## src/rtl/swc_pkg.sv

```systemverilog
package swc_pkg;
  typedef enum logic [2:0] {
    SRC_RESET   = 3'b000,
    SRC_RSVD    = 3'b001,
    SRC_P31     = 3'b010,
    SRC_P32     = 3'b011,
    SRC_P33     = 3'b100,
    SRC_P27     = 3'b101,
    SRC_NOR_LO  = 3'b110,
    SRC_NOR_ALL = 3'b111
  } wake_src_e;

  typedef enum logic [1:0] {
    ST_RUN   = 2'd0,
    ST_STOP  = 2'd1,
    ST_DELAY = 2'd2
  } seq_state_e;

  typedef struct packed {
    logic      pol;
    logic      dly_en;
    wake_src_e src;
    logic      div16;
  } cfg_t;

  localparam cfg_t CFG_RST = '{pol: 1'b0, dly_en: 1'b1, src: SRC_RESET, div16: 1'b0};
endpackage

```

## src/rtl/swc_sync.sv

```systemverilog
module swc_sync #(
  parameter int unsigned WIDTH  = 1,
  parameter int unsigned STAGES = 2
) (
  input  logic             clk_i,
  input  logic             rst_ni,
  input  logic [WIDTH-1:0] d_i,
  output logic [WIDTH-1:0] q_o
);
  logic [WIDTH-1:0] stg_q [STAGES];

  for (genvar s = 0; s < STAGES; s++) begin : g_stage
    if (s == 0) begin : g_first
      always_ff @(posedge clk_i or negedge rst_ni) begin
        if (!rst_ni) stg_q[0] <= '0;
        else         stg_q[0] <= d_i;
      end
    end else begin : g_next
      always_ff @(posedge clk_i or negedge rst_ni) begin
        if (!rst_ni) stg_q[s] <= '0;
        else         stg_q[s] <= stg_q[s-1];
      end
    end
  end

  assign q_o = stg_q[STAGES-1];
endmodule

```

## src/rtl/swc_src_sel.sv

```systemverilog
module swc_src_sel
  import swc_pkg::*;
#(
  parameter int unsigned P2_W     = 8,
  parameter int unsigned P3_W     = 3,
  parameter int unsigned NOR_LO_W = 4
) (
  input  logic [P2_W-1:0] p2_i,
  input  logic [P2_W-1:0] p2_oe_i,
  input  logic [P3_W-1:0] p3_i,
  input  logic [P3_W-1:0] p3_an_i,
  input  wake_src_e       src_i,
  input  logic            pol_i,
  output logic            evt_o
);
  localparam logic [P2_W-1:0] LO_MASK  = {{(P2_W-NOR_LO_W){1'b0}}, {NOR_LO_W{1'b1}}};
  localparam int unsigned     TOP_P2   = P2_W - 1;

  logic [P2_W-1:0] p2_eff;
  logic            nor_lo, nor_all;
  logic            lvl, blocked;

  // output-configured pins read as 0 so the rest decide the NOR
  assign p2_eff  = p2_i & ~p2_oe_i;
  assign nor_lo  = ~|(p2_eff & LO_MASK);
  assign nor_all = ~|p2_eff;

  always_comb begin
    lvl     = 1'b0;
    blocked = 1'b1;
    unique case (src_i)
      SRC_P31:     begin lvl = p3_i[0];      blocked = p3_an_i[0];      end
      SRC_P32:     begin lvl = p3_i[1];      blocked = p3_an_i[1];      end
      SRC_P33:     begin lvl = p3_i[2];      blocked = p3_an_i[2];      end
      SRC_P27:     begin lvl = p2_i[TOP_P2]; blocked = p2_oe_i[TOP_P2]; end
      SRC_NOR_LO:  begin lvl = nor_lo;       blocked = 1'b0;            end
      SRC_NOR_ALL: begin lvl = nor_all;      blocked = 1'b0;            end
      default:     begin lvl = 1'b0;         blocked = 1'b1;            end
    endcase
  end

  assign evt_o = !blocked && (lvl == pol_i);
endmodule

```

## src/rtl/swc_seq.sv

```systemverilog
module swc_seq
  import swc_pkg::*;
#(
  parameter int unsigned DLY_CYC  = 1000000,
  parameter int unsigned QUAL_CYC = 5
) (
  input  logic clk_i,
  input  logic rst_ni,
  input  logic stop_req_i,
  input  logic src_evt_i,
  input  logic aux_i,
  input  logic wdt_i,
  input  logic dly_en_i,
  output logic enter_o,
  output logic recover_o,
  output logic stop_o,
  output logic rst_dly_o,
  output logic wake_o
);
  localparam int unsigned DW = (DLY_CYC > 1) ? $clog2(DLY_CYC) : 1;
  localparam int unsigned QW = $clog2(QUAL_CYC + 1);
  localparam logic [DW-1:0] DLY_LAST  = DW'(DLY_CYC - 1);
  localparam logic [QW-1:0] QUAL_LAST = QW'(QUAL_CYC - 1);

  seq_state_e      state_q, state_d;
  logic [DW-1:0]   dly_cnt_q;
  logic [QW-1:0]   qual_cnt_q;
  logic            wake_q;
  logic            cond, qualified, hit;

  assign cond      = src_evt_i | aux_i;
  assign qualified = dly_en_i ? cond : (cond && (qual_cnt_q == QUAL_LAST));
  assign hit       = wdt_i | qualified;

  assign enter_o   = (state_q == ST_RUN) && stop_req_i && !wdt_i;
  assign recover_o = (state_q == ST_STOP) && hit;

  always_comb begin
    state_d = state_q;
    unique case (state_q)
      ST_RUN:   if (enter_o) state_d = ST_STOP;
      ST_STOP:  if (recover_o) state_d = dly_en_i ? ST_DELAY : ST_RUN;
      ST_DELAY: if (dly_cnt_q == '0) state_d = ST_RUN;
      default:  state_d = ST_RUN;
    endcase
  end

  always_ff @(posedge clk_i or negedge rst_ni) begin
    if (!rst_ni) begin
      state_q <= ST_RUN;
      wake_q  <= 1'b0;
    end else begin
      state_q <= state_d;
      wake_q  <= recover_o;
    end
  end

  always_ff @(posedge clk_i or negedge rst_ni) begin
    if (!rst_ni)                                 dly_cnt_q <= '0;
    else if (recover_o)                          dly_cnt_q <= DLY_LAST;
    else if (state_q == ST_DELAY && dly_cnt_q != '0) dly_cnt_q <= dly_cnt_q - 1'b1;
  end

  // fast-wake persistence counter, saturating, cleared when condition drops
  always_ff @(posedge clk_i or negedge rst_ni) begin
    if (!rst_ni)                                   qual_cnt_q <= '0;
    else if (state_q != ST_STOP || !cond)          qual_cnt_q <= '0;
    else if (qual_cnt_q != QUAL_LAST)              qual_cnt_q <= qual_cnt_q + 1'b1;
  end

  assign stop_o    = (state_q == ST_STOP);
  assign rst_dly_o = (state_q == ST_DELAY);
  assign wake_o    = wake_q;


  wake_pulse_chk: assert property (@(posedge clk_i) disable iff (!rst_ni)
    wake_o |=> !wake_o);


  dly_range_chk: assert property (@(posedge clk_i) disable iff (!rst_ni)
    rst_dly_o |-> (dly_cnt_q <= DLY_LAST));


  qual_hold_chk: assert property (@(posedge clk_i) disable iff (!rst_ni)
    (stop_o && !dly_en_i && !wdt_i && qual_cnt_q < QUAL_LAST) |=> stop_o);


  stop_entry_chk: assert property (@(posedge clk_i) disable iff (!rst_ni)
    (!stop_o && !rst_dly_o && stop_req_i && !wdt_i) |=> stop_o);
endmodule

```

## src/rtl/stop_wake_ctrl.sv

```systemverilog
module stop_wake_ctrl
  import swc_pkg::*;
#(
  parameter int unsigned P2_W        = 8,
  parameter int unsigned P3_W        = 3,
  parameter int unsigned NOR_LO_W    = 4,
  parameter int unsigned SYNC_STAGES = 2,
  parameter int unsigned DLY_CYC     = 1000000,
  parameter int unsigned QUAL_CYC    = 5
) (
  input  logic            clk_i,
  input  logic            rst_ni,
  input  logic            reg_we_i,
  input  logic [7:0]      reg_wdata_i,
  output logic [7:0]      reg_rdata_o,
  input  logic            stop_req_i,
  input  logic [P2_W-1:0] p2_pin_i,
  input  logic [P2_W-1:0] p2_oe_i,
  input  logic [P3_W-1:0] p3_pin_i,
  input  logic [P3_W-1:0] p3_an_i,
  input  logic            aux_wake_i,
  input  logic            wdt_rst_i,
  output logic            stop_o,
  output logic            wake_o,
  output logic            rst_dly_o,
  output logic            warm_o
);
  localparam int unsigned PW = P2_W + P3_W;

  cfg_t            cfg_q;
  logic            warm_q;
  logic [PW-1:0]   pin_s;
  logic [P2_W-1:0] p2_s;
  logic [P3_W-1:0] p3_s;
  logic            src_evt, enter, recover;
  logic            unused_wbits;

  assign unused_wbits = ^{reg_wdata_i[7], reg_wdata_i[1]};

  swc_sync #(.WIDTH(PW), .STAGES(SYNC_STAGES)) u_sync (
    .clk_i  (clk_i),
    .rst_ni (rst_ni),
    .d_i    ({p2_pin_i, p3_pin_i}),
    .q_o    (pin_s)
  );

  assign p2_s = pin_s[PW-1:P3_W];
  assign p3_s = pin_s[P3_W-1:0];

  swc_src_sel #(.P2_W(P2_W), .P3_W(P3_W), .NOR_LO_W(NOR_LO_W)) u_src_sel (
    .p2_i    (p2_s),
    .p2_oe_i (p2_oe_i),
    .p3_i    (p3_s),
    .p3_an_i (p3_an_i),
    .src_i   (cfg_q.src),
    .pol_i   (cfg_q.pol),
    .evt_o   (src_evt)
  );

  swc_seq #(.DLY_CYC(DLY_CYC), .QUAL_CYC(QUAL_CYC)) u_seq (
    .clk_i      (clk_i),
    .rst_ni     (rst_ni),
    .stop_req_i (stop_req_i),
    .src_evt_i  (src_evt),
    .aux_i      (aux_wake_i),
    .wdt_i      (wdt_rst_i),
    .dly_en_i   (cfg_q.dly_en),
    .enter_o    (enter),
    .recover_o  (recover),
    .stop_o     (stop_o),
    .rst_dly_o  (rst_dly_o),
    .wake_o     (wake_o)
  );

  always_ff @(posedge clk_i or negedge rst_ni) begin
    if (!rst_ni) begin
      cfg_q <= CFG_RST;
    end else if (recover) begin
      cfg_q.div16 <= 1'b0;
    end else if (reg_we_i && !stop_o) begin
      cfg_q.pol    <= reg_wdata_i[6];
      cfg_q.dly_en <= reg_wdata_i[5];
      cfg_q.src    <= wake_src_e'(reg_wdata_i[4:2]);
      cfg_q.div16  <= reg_wdata_i[0];
    end
  end

  always_ff @(posedge clk_i or negedge rst_ni) begin
    if (!rst_ni)                  warm_q <= 1'b0;
    else if (wdt_rst_i && !stop_o) warm_q <= 1'b0;
    else if (enter)               warm_q <= 1'b1;
  end

  assign warm_o      = warm_q;
  assign reg_rdata_o = {warm_q, cfg_q.pol, cfg_q.dly_en, cfg_q.src, 1'b0, cfg_q.div16};


  stop_wr_hold_chk: assert property (@(posedge clk_i) disable iff (!rst_ni)
    (stop_o && reg_we_i) |=> ($stable(cfg_q.src) && $stable(cfg_q.pol) && $stable(cfg_q.dly_en)));


  div_clr_chk: assert property (@(posedge clk_i) disable iff (!rst_ni)
    wake_o |-> !reg_rdata_o[0]);


  warm_on_stop_chk: assert property (@(posedge clk_i) disable iff (!rst_ni)
    $rose(stop_o) |-> warm_o);


  delay_follow_chk: assert property (@(posedge clk_i) disable iff (!rst_ni)
    (wake_o && cfg_q.dly_en) |-> rst_dly_o);
endmodule

```

## config.mk

```make
export PLATFORM = sky130hd
export DESIGN_NAME = stop_wake_ctrl
export DESIGN_NICKNAME = d
export VERILOG_FILES = /design/src/rtl/swc_pkg.sv /design/src/rtl/swc_sync.sv /design/src/rtl/swc_src_sel.sv /design/src/rtl/swc_seq.sv /design/src/rtl/stop_wake_ctrl.sv
export SDC_FILE = /design/constraint.sdc
export NUM_CORES = 1
export LEC_CHECK = 0
export BUFFER_PORTS_ARGS = -buffer_cell sky130_fd_sc_hd__clkbuf_2
export CAP_MARGIN = 20
export CORE_ASPECT_RATIO = 1.25
export CORE_MARGIN = 10
export CORE_UTILIZATION = 42
export CTS_CLUSTER_DIAMETER = 100
export DETAILED_ROUTE_END_ITERATION = 16
export PLACE_DENSITY = 0.76
export RECOVER_POWER = 25
export SYNTH_ARGS = -nofsm -noshare
export SYNTH_HDL_FRONTEND = slang
export SYNTH_HIERARCHICAL = 1
export SYNTH_SLANG_ARGS = --single-unit
```

## constraint.sdc

```tcl
create_clock -name clk_i -period 2.65 [get_ports clk_i]
set_input_delay 0.265 -clock clk_i [delete_from_list [all_inputs] [get_ports clk_i]]
set_output_delay 0.265 -clock clk_i [all_outputs]
set_load 0.005 [all_outputs]
```

# [Word level (Yosys, flattened, before mapping)]
# Cells that the tools add are included.
[word_totals] ff_bits=55 in_bits=36 out_inout_bits=12
[op_classes] add_sub_neg=2 n_eq_ne=15 muxes=16 n_bitwise=5 reduce_logical=27
[op_table] operator="20-bit 2-to-1 mux" count=2
[op_table] operator="20-bit zero test" count=1
[op_table] operator="20-bit nonzero test" count=1
[op_table] operator="20-bit by 1-bit subtractor with 20-bit output, second input constant" count=1
[op_table] operator="3-bit equality test, second input constant" count=5
[op_table] operator="8-bit AND" count=1
[op_table] operator="1-bit logical AND" count=8
[op_table] operator="2-bit 2-to-1 mux" count=4
[op_table] operator="8-bit NOT" count=1
[op_table] operator="2-bit nonzero test" count=4
[op_table] operator="8-bit OR reduction" count=1
[op_table] operator="3-bit by 2-bit equality test with 1-bit output, second input constant" count=2
[op_table] operator="1-bit zero test" count=6
[op_table] operator="3-bit 2-to-1 mux" count=2
[op_table] operator="2-bit by 1-bit inequality test with 1-bit output, second input constant" count=3
[op_table] operator="1-bit one-hot mux with 6 select lines" count=1
[op_table] operator="2-bit one-hot mux with 3 select lines" count=1
[op_table] operator="1-bit 2-to-1 mux" count=5
[op_table] operator="1-bit one-hot mux with 5 select lines" count=1
[op_table] operator="4-bit OR reduction" count=1
[op_table] operator="3-bit by 1-bit adder with 3-bit output, second input constant" count=1
[op_table] operator="3-bit inequality test, second input constant" count=1
[op_table] operator="3-bit AND reduction" count=1
[op_table] operator="2-bit by 1-bit equality test with 1-bit output, second input constant" count=1
[op_table] operator="other kinds (9)" count=10

# [Longest topological paths before layout]
[logic_depth] depth_word=14 ltp_mapped=11 ltp_nobuf=10

# [By module]
# The synthesis kept the hierarchy.
[by_module_without_submodules] mod="swc_seq" instances=1 cells_per_inst=150 area_per_inst_um2=1445.1 seq_area_each_um2=650.6
[by_module_without_submodules] mod="swc_sync" instances=1 cells_per_inst=33 area_per_inst_um2=633.1 seq_area_each_um2=550.5
[by_module_without_submodules] mod="stop_wake_ctrl" instances=1 cells_per_inst=22 area_per_inst_um2=330.3 seq_area_each_um2=176.4
[by_module_without_submodules] mod="swc_src_sel" instances=1 cells_per_inst=26 area_per_inst_um2=187.7 seq_area_each_um2=0.0

# [Worst setup path before layout]
# Ideal clock, no wire load.
[synth_timing] path_kind="register -> register" startpoint="register u_sync.stg_q (netlist bit u_sync/q_o[8])" endpoint="register cfg_q (netlist bit reg_rdata_o[2])" setup_time_ps=125 t_arrival_ps=2507 t_required_ps=2525 slack_ps=18 path_stages_with_launch=12 period_less_slack_ps=2632 path_cell_list="dfrtp_1 > buf_4 > nor2b_4 > o41ai_2 > a31oi_1 > mux2_1 > nor2_1 > o21bai_1 > nand2_1 > inv_1 > nor2_8 > mux2_4"
[synth_via] elab_chain_len=13
[synth_lines] element="start: declaration" line_no="swc_sync.sv:10" source="logic [WIDTH-1:0] stg_q [STAGES];"
[synth_lines] element="start signal: indexed assignment" line_no="swc_sync.sv:21" source="else stg_q[s] <= stg_q[s-1];"
[synth_lines] element="8-bit AND (*)" line_no="swc_src_sel.sv:24" source="assign p2_eff = p2_i & ~p2_oe_i;"
[synth_lines] element="8-bit OR reduction (*)" line_no="swc_src_sel.sv:26" source="assign nor_all = ~|p2_eff;"
[synth_lines] element="1-bit zero test (*)" line_no="swc_src_sel.sv:26"
[synth_lines] element="1-bit one-hot mux with 6 select lines (*)" line_no="swc_src_sel.sv:31" source="unique case (src_i)"
[synth_lines] element="1-bit equality test (*)" line_no="swc_src_sel.sv:42" source="assign evt_o = !blocked && (lvl == pol_i);"
[synth_lines] element="1-bit logical AND (*)" line_no="swc_src_sel.sv:42"
[synth_lines] element="via src_evt" line_no="stop_wake_ctrl.sv:35" source="logic src_evt, enter, recover;"
[synth_lines] element="1-bit bitwise OR (*)" line_no="swc_seq.sv:31" source="assign cond = src_evt_i | aux_i;"
[synth_lines] element="1-bit logical AND" line_no="swc_seq.sv:32" source="assign qualified = dly_en_i ? cond : (cond && (qual_cnt_q == QUAL_LAST));"
[synth_lines] element="1-bit 2-to-1 mux (*)" line_no="swc_seq.sv:32"
[synth_lines] element="1-bit bitwise OR (*)" line_no="swc_seq.sv:33" source="assign hit = wdt_i | qualified;"
[synth_lines] element="1-bit logical AND (*)" line_no="swc_seq.sv:36" source="assign recover_o = (state_q == ST_STOP) && hit;"
[synth_lines] element="via recover" line_no="stop_wake_ctrl.sv:35"
[synth_lines] element="1-bit NOT (no line) (*)"
[synth_lines] element="2-bit AND reduction (no line) (*)"
[synth_lines] element="end: declaration" line_no="stop_wake_ctrl.sv:30" source="cfg_t cfg_q;"
# The timed path passes the listed nets; every way through them passes the cells marked *.
# A chain may end at the register's enable or synchronous reset.

# [Final worst setup path]
[layout_timing] startpoint="register cfg_q (netlist bit reg_rdata_o[2])" endpoint="register cfg_q (netlist bit reg_rdata_o[2])"
[layout_via] elab_chain_len=12
[layout_lines] element="3-bit equality test" line_no="swc_src_sel.sv:31"
[layout_lines] element="2-bit OR reduction (no line)"
[layout_lines] element="1-bit one-hot mux with 5 select lines" line_no="swc_src_sel.sv:31"
[layout_lines] element="1-bit zero test" line_no="swc_src_sel.sv:42"
[layout_lines] element="1-bit logical AND (*)" line_no="swc_src_sel.sv:42"
[layout_lines] element="via src_evt" line_no="stop_wake_ctrl.sv:35"
[layout_lines] element="1-bit bitwise OR (*)" line_no="swc_seq.sv:31"
[layout_lines] element="1-bit logical AND" line_no="swc_seq.sv:32"
[layout_lines] element="1-bit 2-to-1 mux (*)" line_no="swc_seq.sv:32"
[layout_lines] element="1-bit bitwise OR (*)" line_no="swc_seq.sv:33"
[layout_lines] element="1-bit logical AND (*)" line_no="swc_seq.sv:36"
[layout_lines] element="via recover" line_no="stop_wake_ctrl.sv:35"
[layout_lines] element="1-bit NOT (no line) (*)"
[layout_lines] element="2-bit AND reduction (no line) (*)"
# Marks and branches as above.

==> impl_metrics.json <==
{
  "p_total_mw": 2.15,
  "criticalPathCategory": "reg -> reg",
  "routedWlPerCell_um": 15.1,
  "hp-start": "p2_pin_i[6]",
  "setup_viol": 0,
  "cts_buffer_depth": 2,
  "syn_nets": 271,
  "ys_types": 48,
  "htree_levels": 2,
  "start_util_pct": 44.0,
  "slew_headroom_pct": 7.37,
  "power.switching_mw": 0.712,
  "critPathLaunch": "reg_rdata_o[2]",
  "synth_top_area_share_pct": 52.0,
  "grt_overflow": 0,
  "top_usage_layer": "met2",
  "via_count": 1885,
  "yosysWarnings": 6,
  "multi_input_area_mm2": 0.00105,
  "syn2layout_area_growth_pct": 14.3,
  "use_met3_pct": 2.93,
  "grt_pass1_wl_um": 9300,
  "path_clk_slew_ns": 0.10,
  "cts_resized": 0,
  "netlist_instances": 231,
  "final-seq-area_mm2": 0.00138,
  "fill_cells": 546,
  "grt_use_met2_pct": 20.8,
  "period_minus_slack_ns": 2.45,
  "status": "finished, final reports clean",
  "end_kind": "flip-flop",
  "grt_pass1_vias": 1941,
  "yosysSeqAreaShare_pct": 53.1,
  "vdd_drop_max_mv": 0.262,
  "die_area_mm2": 0.00975,
  "dp_hpwl_um": 4070,
  "synth_most_common_cell": "dfrtp_1",
  "drt-initial-drc-count": 107,
  "swShare_pct": 33.1,
  "p_clk_share_pct": 22.4,
  "syn_area_mm2": 0.00260,
  "avgSynthCellArea_um2": 11.2,
  "fp.coreArea_mm2": 0.00590,
  "tns_ns": 0,
  "diodes": 0,
  "drc_errors": 0,
  "final_layout_size_suffix_gt1_share_pct": 26.5,
  "layout_setup_ws_ns": 0.200,
  "hold_path.class": "in -> reg",
  "slew_violations": 0,
  "crit_fanout": 5,
  "cap_violations": 0,
  "num-nets-final": 314,
  "power_density_mw_per_mm2": 726,
  "rows": 31,
  "clock_sinks": 55,
  "synth-seq-cells": 55,
  "ys_top_cells_by_count": "54 x dfrtp_1, 15 x a21oi_1, 15 x mux2i_1",
  "fmax_ghz": 0.408,
  "antenna_found_initial": 0,
  "chipWidth_um": 90.3,
  "tightest_slew_ns": 1.39,
  "pre_cts_ws_ns": 0.185,
  "insertion_delay_ns": 0.31,
  "combPwrFrac_pct": 27.8,
  "port_buffers": 44,
  "crit_arrival_ns": 2.66,
  "ys_top_cells_by_area": "dfrtp_1 52%, mux2i_1 5.8%, buf_4 4.0%, a21oi_1 2.9%, mux2_4 2.9%",
  "async_reset_ff_share_pct": 100,
  "grt_max_degree": 28,
  "power_frac_seq_pct": 49.8,
  "track_usage_pct": 11.4,
  "cts_tree": "done",
  "crit_required_ns": 2.86,
  "cts-root-buf": "clkbuf_8",
  "viasPerCell": 5.28,
  "met1_usage_pct": 12.4,
  "post_cts_buffers": 0,
  "numCtsBuffers": 5,
  "wirelength_um": 5380,
  "start_kind": "flip-flop",
  "io_pins": 48,
  "rsz0062_at_grt": "no",
  "synth-edff-count": 0,
  "post-synth-top-area-cell": "dfrtp_1",
  "drt-pass1-iter-count": 4,
  "power.internal_mw": 1.44,
  "fp.dieH_um": 108,
  "detail-route-antenna-nets": 0,
  "rr_startpoint": "reg_rdata_o[2]",
  "skew_ns": 0.00879,
  "static-leakage-power_nw": 1.34,
  "place_congestion": 0.816,
  "fin_crit_sh_pct": 92.5,
  "finalHoldViolations": 0,
  "ys_dominant_reg_cell": "dfrtp_1"
}
==> critical path, cell delays in order (launching register included) <==
cell and delay [ns]:
dfrtp_1 0.45, mux2i_1 0.23, o22ai_1 0.11, a31oi_1 0.21
mux2_1 0.39, nor2_1 0.15, o21bai_1 0.11, nand2_1 0.09
inv_1 0.11, nor2_8 0.19, mux2_4 0.31
==> worst paths after layout <==
check                                    to  slack, ns  depth (start not counted)
setup / recovery             reg_rdata_o[2]       0.20                         10
hold / removal             u_sync/stg_q[20]       0.05                          1
setup reg to reg             reg_rdata_o[2]       0.20                         10
hold reg to reg               u_sync/q_o[3]       0.35                          0
max in group asynchronous    reg_rdata_o[5]       0.88                          3
min in group asynchronous  u_sync/stg_q[18]       0.79                          2
==> power groups by stage <==
stage	clock (mW)	combinational, mW	sequential [mW]
finish	0.482	0.599	1.07
floorplan	0	0.408	1.06
global placement	0	0.590	1.08
CTS	0.505	0.608	1.07
global route	0.539	0.671	1.09
detailed placement	0	0.604	1.09
==> placed cells by master (no fill, tap or decap), types with 6 or more instances in the layout <==
cell,netlist,routed
a21oi_1,15,15
clkbuf_2,0,43
or3_1,6,6
buf_4,14,8
nor4_1,6,6
dfrtp_1,54,54
o21ai_0,11,11
nor3_1,7,7
nand2_1,7,7
inv_1,13,13
nor2_1,9,9
mux2i_1,15,15
==> repair_timing <==
| item | 4_1_cts | 5_1_grt |
|---|---|---|
| endpoints found under the setup margin | 0 | 0 |
| hold endpoints to repair | 25 | 0 |
| hold buffers | 1 | 0 |
==> routing by layer <==
metal / part of all wire (%) / vias to the layer above
met2: 51 / 56
met4: 1.9 / 0
met3: 5.2 / 7
li1: - / 900
met1: 42 / 922
met5: 0 / -
==> sequential cells by signal (all words and copies together) (netlist names) <==
signal / flops
u_seq/dly_cnt_q: 20
warm_o: 1
u_sync/stg_q: 11
u_seq/state_q: 2
u_seq/qual_cnt_q: 3
reg_rdata_o: 6
u_seq/wake_o: 1
u_sync/q_o: 11
==> through the flow <==
| step | instances | cell area, um^2 | utilization, % | hold slack, ns |
|---|---|---|---|---|
| after CTS | 357 | 2970 | 50.4 | 0.0436 |
| final | 357 | 2970 | 50.3 | 0.0483 |
| after floorplan | 231 | 2600 | - | -0.0306 |
| after detailed placement | 348 | 2860 | 48.5 | 0.308 |
| after global placement | 348 | 2860 | 48.5 | 0.301 |
| after global routing | 357 | 2970 | 50.3 | 0.0311 |
==> kinds of logic after synthesis <==
family          after synthesis  share of synthesized area, %
compound gates               48                          11.9
simple gates                 71                          17.1
flops                        55                          53.1
buf+inv                      30                          6.41
fa+ha+maj                     4                          1.93
xor+xnor                      1                         0.337
other cells                   1                         0.144
mux                          21                          9.11
==> cell type report <==
| cell class | count | area share, % |
|---|---|---|
| clock buffer | 5 | 2.32 |
| multi-input combinational | 146 | 35.5 |
| clock inverter | 3 | 0.970 |
| sequential | 55 | 46.4 |
| inverter | 13 | 1.64 |
| timing repair buffer | 53 | 9.74 |
| tap | 82 | 3.46 |
No activity file was read; power rests on OpenSTA's default activity.
